## config.mk

```make
export PLATFORM = sky130hd
export DESIGN_NAME = mcf_rx_classifier
export DESIGN_NICKNAME = d
export VERILOG_FILES = /design/src/rtl/mcf_pkg.sv /design/src/rtl/mcf_control.sv /design/src/rtl/mcf_datapath.sv /design/src/rtl/mcf_rx_classifier.sv
export SDC_FILE = /design/constraint.sdc
export NUM_CORES = 1
export LEC_CHECK = 0
export ABC_AREA = 1
export BUFFER_PORTS_ARGS = -buffer_cell sky130_fd_sc_hd__buf_2
export CAP_MARGIN = 5
export CELL_PAD_IN_SITES_DETAIL_PLACEMENT = 0
export CELL_PAD_IN_SITES_GLOBAL_PLACEMENT = 1
export CORE_ASPECT_RATIO = 1.25
export CORE_MARGIN = 3
export CORE_UTILIZATION = 39
export CTS_CLUSTER_SIZE = 30
export DETAILED_ROUTE_END_ITERATION = 7
export GPL_ROUTABILITY_DRIVEN = 0
export GPL_TIMING_DRIVEN = 0
export MAX_ROUTING_LAYER = met4
export PLACE_DENSITY = 0.9
export REMOVE_ABC_BUFFERS = 1
export SKIP_LAST_GASP = 1
export SYNTH_ARGS = -nofsm -noshare
export SYNTH_HDL_FRONTEND = slang
export SYNTH_SLANG_ARGS = --single-unit
```

## constraint.sdc

```tcl
create_clock -name clk -period 3.1 [get_ports clk]
set_clock_uncertainty 0.1 [all_clocks]
set_input_delay 0.155 -clock clk [delete_from_list [all_inputs] [get_ports clk]]
set_output_delay 0.155 -clock clk [all_outputs]
set_load 0.01 [all_outputs]
```

## src/rtl/mcf_pkg.sv

```systemverilog
package mcf_pkg;
  localparam int BYTE_W = 8;
  localparam int ADDR_W = 48;
  localparam int QW     = 16;
  localparam int NCLS   = 8;
  localparam int LFC_MIN_LEN = 18;
  localparam int PFC_MIN_LEN = LFC_MIN_LEN + NCLS * 2;
  localparam int CNT_W  = $clog2(PFC_MIN_LEN + 1);

  localparam logic [CNT_W-1:0] OFF_SRC  = CNT_W'(6);
  localparam logic [CNT_W-1:0] OFF_TYPE = CNT_W'(12);
  localparam logic [CNT_W-1:0] OFF_OP   = CNT_W'(14);
  localparam logic [CNT_W-1:0] OFF_ARG  = CNT_W'(16);
  localparam logic [CNT_W-1:0] OFF_Q    = CNT_W'(LFC_MIN_LEN);
  localparam logic [CNT_W-1:0] OFF_END  = CNT_W'(PFC_MIN_LEN);

  typedef struct packed {
    logic [ADDR_W-1:0]  dst;
    logic [ADDR_W-1:0]  src;
    logic [QW-1:0]      etype;
    logic [QW-1:0]      opcode;
    logic [QW-1:0]      arg0;
    logic [NCLS*QW-1:0] quanta;
  } hdr_t;

  typedef struct packed {
    logic markBad;
    logic lfcFire;
    logic pfcFire;
  } strobe_t;
endpackage

```

## src/rtl/mcf_control.sv

```systemverilog
module mcf_control
  import mcf_pkg::*;
(
  input  logic              inValid,
  input  logic              inLast,
  input  logic              inUser,
  input  hdr_t              hdrNow,
  input  logic [CNT_W-1:0]  lenNow,
  input  logic              cfgEnable,
  input  logic [ADDR_W-1:0] cfgMcastAddr,
  input  logic              cfgMcastChk,
  input  logic [ADDR_W-1:0] cfgUcastAddr,
  input  logic              cfgUcastChk,
  input  logic [ADDR_W-1:0] cfgSrcAddr,
  input  logic              cfgSrcChk,
  input  logic [QW-1:0]     cfgEthType,
  input  logic [QW-1:0]     cfgLfcOpcode,
  input  logic              cfgLfcChk,
  input  logic [QW-1:0]     cfgPfcOpcode,
  input  logic              cfgPfcChk,
  input  logic              cfgForward,
  output strobe_t           strobe
);
  logic dstOk, srcOk, hdrOk, lfcHit, pfcHit, endBeat;

  always_comb begin
    dstOk = (!cfgMcastChk && !cfgUcastChk)
         || (cfgMcastChk && hdrNow.dst == cfgMcastAddr)
         || (cfgUcastChk && hdrNow.dst == cfgUcastAddr);
    srcOk = !cfgSrcChk || (hdrNow.src == cfgSrcAddr);
    hdrOk = cfgEnable && dstOk && srcOk && (hdrNow.etype == cfgEthType);
    lfcHit = hdrOk && cfgLfcChk && (hdrNow.opcode == cfgLfcOpcode)
          && (lenNow >= OFF_Q);
    pfcHit = hdrOk && cfgPfcChk && (hdrNow.opcode == cfgPfcOpcode)
          && (lenNow >= OFF_END) && !lfcHit;
    endBeat = inValid && inLast;
    strobe.markBad = endBeat && (lfcHit || pfcHit) && !cfgForward;
    strobe.lfcFire = endBeat && lfcHit && !inUser;
    strobe.pfcFire = endBeat && pfcHit && !inUser;
  end
endmodule

```

## src/rtl/mcf_datapath.sv

```systemverilog
module mcf_datapath
  import mcf_pkg::*;
(
  input  logic                clk,
  input  logic                rst,
  input  logic                inValid,
  input  logic [BYTE_W-1:0]   inData,
  input  logic                inLast,
  input  logic                inUser,
  input  strobe_t             strobe,
  output hdr_t                hdrNow,
  output logic [CNT_W-1:0]    lenNow,
  output logic                outValid,
  output logic [BYTE_W-1:0]   outData,
  output logic                outLast,
  output logic                outUser,
  output logic                lfcReq,
  output logic [QW-1:0]       lfcQuanta,
  output logic                pfcReq,
  output logic [NCLS-1:0]     pfcClassEn,
  output logic [NCLS*QW-1:0]  pfcQuanta
);
  logic [CNT_W-1:0]   cnt;
  hdr_t               hdrQ;
  logic [NCLS*QW-1:0] qReg;

  always_comb begin
    hdrNow = hdrQ;
    if (inValid) begin
      if (cnt < OFF_SRC)       hdrNow.dst    = {hdrQ.dst[ADDR_W-BYTE_W-1:0], inData};
      else if (cnt < OFF_TYPE) hdrNow.src    = {hdrQ.src[ADDR_W-BYTE_W-1:0], inData};
      else if (cnt < OFF_OP)   hdrNow.etype  = {hdrQ.etype[QW-BYTE_W-1:0], inData};
      else if (cnt < OFF_ARG)  hdrNow.opcode = {hdrQ.opcode[QW-BYTE_W-1:0], inData};
      else if (cnt < OFF_Q)    hdrNow.arg0   = {hdrQ.arg0[QW-BYTE_W-1:0], inData};
      else if (cnt < OFF_END)  hdrNow.quanta = {hdrQ.quanta[NCLS*QW-BYTE_W-1:0], inData};
    end
  end

  assign lenNow = (cnt == '1) ? cnt : cnt + 1'b1;

  always_ff @(posedge clk) begin
    if (rst) begin
      cnt  <= '0;
      hdrQ <= '0;
    end else if (inValid) begin
      if (inLast) begin
        cnt  <= '0;
        hdrQ <= '0;
      end else begin
        cnt  <= lenNow;
        hdrQ <= hdrNow;
      end
    end
  end

  always_ff @(posedge clk) begin
    if (rst) begin
      outValid   <= 1'b0;
      outData    <= '0;
      outLast    <= 1'b0;
      outUser    <= 1'b0;
      lfcReq     <= 1'b0;
      pfcReq     <= 1'b0;
      lfcQuanta  <= '0;
      pfcClassEn <= '0;
      qReg       <= '0;
    end else begin
      outValid <= inValid;
      outData  <= inData;
      outLast  <= inLast;
      outUser  <= inUser | strobe.markBad;
      lfcReq   <= strobe.lfcFire;
      pfcReq   <= strobe.pfcFire;
      if (strobe.lfcFire) lfcQuanta <= hdrNow.arg0;
      if (strobe.pfcFire) begin
        pfcClassEn <= hdrNow.arg0[NCLS-1:0];
        qReg       <= hdrNow.quanta;
      end
    end
  end

  // the first class shifted in lands in the top slot; reverse to class order
  for (genvar k = 0; k < NCLS; k++) begin : g_cls
    assign pfcQuanta[k*QW +: QW] = qReg[(NCLS-1-k)*QW +: QW];
  end

  AST_REQ_ON_LAST: assert property (@(posedge clk) disable iff (rst)
    (lfcReq || pfcReq) |-> (outValid && outLast));
  AST_LFC_QUANTA_HELD: assert property (@(posedge clk) disable iff (rst)
    !lfcReq |-> $stable(lfcQuanta));
  AST_REQ_FCS_GOOD: assert property (@(posedge clk) disable iff (rst)
    (lfcReq || pfcReq) |-> !$past(inUser));
  AST_LFC_PULSE: assert property (@(posedge clk) disable iff (rst)
    lfcReq |=> !lfcReq);
  AST_PFC_PULSE: assert property (@(posedge clk) disable iff (rst)
    pfcReq |=> !pfcReq);
endmodule

```

## src/rtl/mcf_rx_classifier.sv

```systemverilog
module mcf_rx_classifier
  import mcf_pkg::*;
(
  input  logic                clk,
  input  logic                rst,
  input  logic                inValid,
  input  logic [7:0]          inData,
  input  logic                inLast,
  input  logic                inUser,
  output logic                outValid,
  output logic [7:0]          outData,
  output logic                outLast,
  output logic                outUser,
  input  logic                cfgEnable,
  input  logic [47:0]         cfgMcastAddr,
  input  logic                cfgMcastChk,
  input  logic [47:0]         cfgUcastAddr,
  input  logic                cfgUcastChk,
  input  logic [47:0]         cfgSrcAddr,
  input  logic                cfgSrcChk,
  input  logic [15:0]         cfgEthType,
  input  logic [15:0]         cfgLfcOpcode,
  input  logic                cfgLfcChk,
  input  logic [15:0]         cfgPfcOpcode,
  input  logic                cfgPfcChk,
  input  logic                cfgForward,
  output logic                lfcReq,
  output logic [15:0]         lfcQuanta,
  output logic                pfcReq,
  output logic [7:0]          pfcClassEn,
  output logic [127:0]        pfcQuanta
);
  hdr_t             hdrNow;
  logic [CNT_W-1:0] lenNow;
  strobe_t          strobe;

  mcf_control u_ctl (
    .inValid(inValid), .inLast(inLast), .inUser(inUser),
    .hdrNow(hdrNow), .lenNow(lenNow),
    .cfgEnable(cfgEnable),
    .cfgMcastAddr(cfgMcastAddr), .cfgMcastChk(cfgMcastChk),
    .cfgUcastAddr(cfgUcastAddr), .cfgUcastChk(cfgUcastChk),
    .cfgSrcAddr(cfgSrcAddr), .cfgSrcChk(cfgSrcChk),
    .cfgEthType(cfgEthType),
    .cfgLfcOpcode(cfgLfcOpcode), .cfgLfcChk(cfgLfcChk),
    .cfgPfcOpcode(cfgPfcOpcode), .cfgPfcChk(cfgPfcChk),
    .cfgForward(cfgForward),
    .strobe(strobe)
  );

  mcf_datapath u_dp (
    .clk(clk), .rst(rst),
    .inValid(inValid), .inData(inData), .inLast(inLast), .inUser(inUser),
    .strobe(strobe), .hdrNow(hdrNow), .lenNow(lenNow),
    .outValid(outValid), .outData(outData), .outLast(outLast), .outUser(outUser),
    .lfcReq(lfcReq), .lfcQuanta(lfcQuanta),
    .pfcReq(pfcReq), .pfcClassEn(pfcClassEn), .pfcQuanta(pfcQuanta)
  );
endmodule

```

======== Word level (Yosys, flattened, before mapping) ========
Cells that the tools add are included.
cells by class
  equality and inequality tests ........... 7
  reduce and logical (&&, ||, !) cells .... 30
  add/sub/neg operators ................... 1
  mux-type cells .......................... 15
  bitwise logic cells ..................... 1
  shift-type cells ........................ 0
  $lt $le $gt $ge ......................... 8
  $mul .................................... 0
  divide/modulo/power cells ............... 0
operators by type and width
  cell                   count
  $mux W272              2
  $mux W128              2
  $mux W224              1
  $mux W176              1
  $mux W160              1
  $eq A48 B48 Y1         3
  $mux W144              1
  $mux W48               2
  $eq A16 B16 Y1         3
  $mux W16               3
  $logic_and A1 B1 Y1    20
  $lt A6 B4 Y1 const B   2
  $lt A6 B5 Y1 const B   2
  $mux W6                2
  $add A6 B1 Y6 const B  1
  $eq A6 B6 Y1 const B   1
  $ge A6 B5 Y1 const B   1
  $ge A6 B6 Y1 const B   1
  $logic_not A1 Y1       6
  $lt A6 B3 Y1 const B   1
  $lt A6 B6 Y1 const B   1
  $logic_or A1 B1 Y1     4
  $or A1 B1 Y1           1
word-level totals
  input bits .............................. 212
  bits in latches ......................... 0
  output and inout port bits .............. 165
  memories kept ........................... 0
  register bits ........................... 443
  bits in read-only memories .............. 0
  logic and storage cells ................. 78
  bits in writable memories ............... 0

======== Longest topological paths before layout ========
  depth in word-level cells ............... 24
  depth in mapped cells ................... 22
  depth with buffers taken out ............ 20

======== Hierarchy ========
Synthesis repeated with hierarchy kept, for this count alone.
second synthesis, totals
  cell total of the unflattened synthesis .. 4188
  area total of the unflattened synthesis .. 25291.8 µm²
by module, submodules not included
  module        cells each  instances  sequential area each (µm²)  area an instance (µm²)
  mcf_datapath  3541        1          8868.5                      22260.1
  mcf_control   647         1          0.0                         3031.7

======== Worst setup path before layout ========
No wires, ideal clock.
  path kind ............................... reg-to-reg
  start point ............................. register u_dp.cnt[5]
  end point ............................... register u_dp.qReg[88]
  stages on the path, launching flop included .. 21
  data arrival time ....................... 2.543 ns
  period minus slack after synthesis ...... 2.756 ns
  setup slack ............................. 0.344 ns
  data required time ...................... 2.887 ns
  setup time .............................. 0.113 ns
  path buffers ............................ 4
  cell sequence ........................... dfxtp_1 nor2_4 nand2_1 inv_2 buf_4 buf_2 nand4_1 nand3_1 nand2_1 inv_1 nand2_1 nor2_1 nand2_1 nor2_1 nand3_1 a21oi_2 nand4_4 buf_4 buf_2 nor2_1 nor2_1
on the way
  word-level cells in the longest chain between the ends .. 17
  elaborated cells on any way between the ends .. 46
  those cells by class .................... 1 x add/sub; 8 x order compare; 7 x eq/ne; 12 x mux; 18 x reduce/logical
ends and longest elaborated chain
  element                            RTL line            source
  start: declaration                 mcf_datapath.sv:23  logic [CNT_W-1:0] cnt;
  start signal: assignment           mcf_datapath.sv:50  cnt <= lenNow;
  $lt A6 B3 Y1                       mcf_datapath.sv:30  if (cnt < OFF_SRC) hdrNow.dst = {hdrQ.dst[ADDR_W-BYTE_W-1:0], inData};
  $mux W48                           mcf_datapath.sv:30
  $mux W272                          mcf_datapath.sv:29  if (inValid) begin
  $eq A48 B48 Y1                     mcf_control.sv:28   || (cfgMcastChk && hdrNow.dst == cfgMcastAddr)
  $logic_and A1 B1 Y1                mcf_control.sv:28
  $logic_or A1 B1 Y1                 mcf_control.sv:28
  $logic_or A1 B1 Y1                 mcf_control.sv:29   || (cfgUcastChk && hdrNow.dst == cfgUcastAddr);
  $logic_and A1 B1 Y1 (3 in series)  mcf_control.sv:31   hdrOk = cfgEnable && dstOk && srcOk && (hdrNow.etype == cfgEthType);
  $logic_and A1 B1 Y1 (2 in series)  mcf_control.sv:32   lfcHit = hdrOk && cfgLfcChk && (hdrNow.opcode == cfgLfcOpcode)
  $logic_and A1 B1 Y1                mcf_control.sv:33   && (lenNow >= OFF_Q);
  $logic_not A1 Y1                   mcf_control.sv:35   && (lenNow >= OFF_END) && !lfcHit;
  $logic_and A1 B1 Y1                mcf_control.sv:35
  $logic_and A1 B1 Y1 (2 in series)  mcf_control.sv:39   strobe.pfcFire = endBeat && pfcHit && !inUser;
  end signal: assignment             mcf_datapath.sv:77  qReg <= hdrNow.quanta;
  end: declaration                   mcf_datapath.sv:25  logic [NCLS*QW-1:0] qReg;
Parallel ways exist; a longest one is shown, timed or not.
A chain may end at the register's enable or synchronous reset.

======== Worst setup path in the final report ========
  start point ............................. register u_dp.cnt[5]
  end point ............................... register u_dp.qReg[58]
Same word-level chain as after synthesis.

==> reports/results.txt <==
The flow ran to the end, but the final reports show violations. The checks that failed: setup timing. The tools report the first-pass iteration count of the detailed router as 5. The detailed router finished its first iteration with 1,776 violations.

The tightest min-delay check is of the in -> reg type. The total track usage is 0.2545. Leaving out fill and tap cells, the most frequent cells in the layout are 1,676 x nand2_1, 438 x dfxtp_1, 423 x nor2_1. The average cell area after synthesis was 5.959 um^2.

Per-cell via count in the routed design: 4.893. In this run the critical register-to-register path is captured at u_dp.qReg[58]$_SDFFE_PP0P_. Traced cell by cell, the critical path runs through nor2_4, buf_6, nand3_4, buf_4, nor2_4, buf_6, buf_4, nand2_1, nand2_2, inv_1, nand2_1, nand3_2, nor2_4, nand3_2, nor2_2, nand2_2, nand3_4, nand4_4, buf_8, buf_4, clkbuf_16, nor2_1, nor2_1.

The TritonCTS buffer count was 49. Once detailed placement completed, the half-perimeter wirelength came to 52,210 um. The worst setup path is captured at a flip-flop. At the pin with the least slew margin, the transition time is 0.8035 ns. The number of distinct library cells after synthesis is 42, and the source-to-sink clock delay at the later pin of the worst-skew pair is 0.62 ns. Number of design rule violations left after detail routing: 0. Leaving out fill and tap cells, the most frequent cell in the layout is nand2_1. The worst setup slack after layout was -0.2431 ns. The buffer type at the clock tree root is clkbuf_16.

The total instance count after detailed placement came out at 4,968. The routed design has 82,810 um of wire. The routed design uses 39,940 um of met2 wire. TritonCTS built the clock tree.

The share of the clock period used by the worst path was 1.078. The worst-case IR drop observed on VDD is 0.0004432 V. Setup repair after global routing could not meet its margin everywhere.

The vertical die dimension was 282.6 um. For the via count of the first global-routing pass, the log shows 23,150. The H-tree depth reported by CTS came out at 2. The run gives 128 as the pin count of the biggest net entering global routing. For the detailed-route wire length on metal 1, the log shows 33,700 um. The post-synthesis register bit count was 443. The run gives 0 as the yosys synthesis warning count. The register area share after synthesis is 0.3715, and the count of buffering cells on the critical path with inverters included is 8. The stage delay of the slowest cell on the critical path was 0.35 ns.

377 I/O pins were placed. The capture endpoint of the worst hold path was u_dp.outData[7]$_SDFF_PP0_. For the critical path data required time, the log shows 3.52 ns. The tools report the first-pass GRT wire length as 126,000 um. The row count came out at 100. The initial core utilization is 0.3975. The most critical setup path has its startpoint at u_dp.cnt[5]$_SDFFE_PP0P_. The run gives -2.973 ns as the pre-CTS setup slack. On the critical path the largest part of the delay comes from simple AND/OR/NAND/NOR gates.

For the number of antenna violations at the first check in global routing, the log shows 22. The buffer depth of the longest clock path is 3, and the post-synthesis async set-or-reset flop share is 0. The final setup TNS was -26.77 ns.

The cell type of the slowest stage on the worst timing path is dfxtp_4. The logs give 0 for the number of hold violations in the final report and 5,169 for the count of placed standard cells in the final layout, fillers left out. The tools report the startpoint class of the critical path as a flip-flop. Dividing the detail-routed wire length by the instance count gives 16.02 um.

Global routing finished with a remaining overflow of 0. In this run the cell area measured after placement is 26,430 um^2. Buffers placed on the I/O ports in this run total 376.

The share of layout cells above drive strength 1 is 0.1629. The worst hold path passes through 3 cells. The worst setup path is of the reg -> reg kind. Clock tree synthesis found a total of 443 sinks.

For the total number of vias, the log shows 25,290. For this run, the leading register cell type out of synthesis is dfxtp_1. The core outline area is 60,060 um^2, and the power per unit of standard cell area is 437.2 nW/um^2. The tools report the tightest slew margin relative to the limit as 0.4637. The worst register-to-register path has a depth of 23.

The area added between synthesis and finish was 25.32%; the reg2reg setup slack was -0.24 ns. In the synthesized netlist, the number of instances is 4,006. The die width came out at 227.3 um.

The peak fanout along the critical path is 12, and the post-route antenna net violation count is 0. The final layout contains 4,557 nets. Hold timing on the final database bottoms out at a slack of 0.007220 ns. The analysis attributes to cell leakage a power of 14.87 nW. The run gives 0.2991 GHz as the maximum achievable frequency. In this run the critical register-to-register path is launched from u_dp.cnt[5]$_SDFFE_PP0P_. Summing all non-filler instances in the final layout gives an area of 29,910 um^2. Clock-pin slew was measured on the worst setup and hold paths at 0.06 ns. The cell area that synthesis handed to floorplanning was 23,870 um^2.

The number of flops mapped to enable cells by yosys was 0; the max-capacitance violation count was 0. The hold path startpoint is inData[7]. For the worst setup path, the data arrival time is 3.76 ns. The tools report the die area as 64,230 um^2. Routed signal wires occupy layers up through met4. The final critical-path required period is 3.343 ns, and the number of setup violations in the final report is 155. The run gives 0 as the total count of max-transition violations in the final report. Wire segments on met3 add up to 5473 um in the final route.
==> worst min-delay path, delay by kind of cell <==
kind          cells  cell delay [ns]
simple gates      1             0.07
buf+inv           2             0.41
==> power by group <==
part | switching [W] | internal (W)
combinational | 0.000808 | 0.000408
clock | 0.00257 | 0.00356
sequential | 0.0000136 | 0.00572
==> sequential cells by signal, summed over array words and instances (netlist names) <==
register / cells
u_dp.cnt: 6
u_dp.hdrQ: 272
u_dp.lfcQuanta: 16
u_dp.lfcReq: 1
u_dp.outData: 8
u_dp.outLast: 1
u_dp.outUser: 1
u_dp.outValid: 1
u_dp.pfcClassEn: 8
u_dp.pfcReq: 1
u_dp.qReg: 128
==> synthesized netlist by cell type, types with 4 or more instances <==
cell type  number  share of area
inv_1         424          0.067
buf_4          11         0.0035
buf_1          10         0.0016
nor2_4          4         0.0019
o21ai_1        14         0.0029
a21oi_1       239          0.050
clkbuf_1      142          0.022
nand3b_1       61          0.019
o22ai_1        38          0.010
buf_6           6         0.0028
inv_2           4        0.00063
o211a_1         8         0.0034
nand4_1        54          0.014
nor2_1        458          0.072
xnor2_1        20         0.0073
nand3_1       154          0.032
dfxtp_1       443           0.37
nor2_2          5         0.0013
nor3_1         14         0.0029
xor2_1          8         0.0029
or2_2          23         0.0060
nand2_1      1728           0.27
buf_2          31         0.0065
o21ai_0        79          0.017
==> what timing repair did <==
action	in CTS	in global routing
resized for setup	141	64
endpoints found under the hold margin	81	0
hold buffers	12	0
setup endpoints to repair	361	255
gates cloned	21	4
pin swaps	36	26
setup buffers	48	5
==> per-stage QoR <==
step                      total power (W)  utilization
after detailed placement         0.006957       0.4400
after CTS                         0.01322       0.4919
after global routing              0.01356       0.4978
after global placement           0.006914       0.4302
after floorplan                  0.006390            -
final                             0.01308       0.4981
==> cell families (layout without fill, tap and decap cells) <==
kind of cell,count (synthesis),after routing,synth area share
other,0,27,0
AND/OR/NAND/NOR,2514,2525,0.4267
buffers and inverters,631,991,0.1045
flip-flops,443,443,0.3715
XOR/XNOR,28,28,0.01027
AO/OA/AOI/OAI,389,389,0.08654
adder cells (fa/ha/maj),1,1,0.0005241
==> worst max-delay path by stage <==
| stage | to | slack (ns) | cells after the start |
|---|---|---|---|
| after floorplan | u_dp.hdrQ[147]$_SDFFE_PP0P_ | -10.55 | 5 |
| after global placement | u_dp.hdrQ[173]$_SDFFE_PP0P_ | -33.42 | 7 |
| after detailed placement | u_dp.qReg[16]$_SDFFE_PP0P_ | -2.97 | 18 |
| after CTS | u_dp.qReg[42]$_SDFFE_PP0P_ | -0.19 | 22 |
| after global routing | u_dp.qReg[63]$_SDFFE_PP0P_ | -0.41 | 23 |
| final | u_dp.qReg[58]$_SDFFE_PP0P_ | -0.24 | 23 |
==> final cells by class <==
cell class / instances / area [um^2]
diodes: 27 / 67.56
clock buffers: 70 / 1435
clock inverters: 14 / 240.2
fillers: 6216 / 30140
inverters: 431 / 1668
multi-input cells: 2943 / 13140
flip-flops and latches: 443 / 8882
well taps: 765 / 957.2
repair buffers: 475 / 3512
repair inverters: 1 / 8.758
==> per-layer routing <==
metal	vias up	global-route usage
met5	-	-
met4	0	0.1072
met3	187	0.04463
met2	690	0.4300
met1	11330	0.2981
li1	13090	-
(Power assumes the default switching activity.)
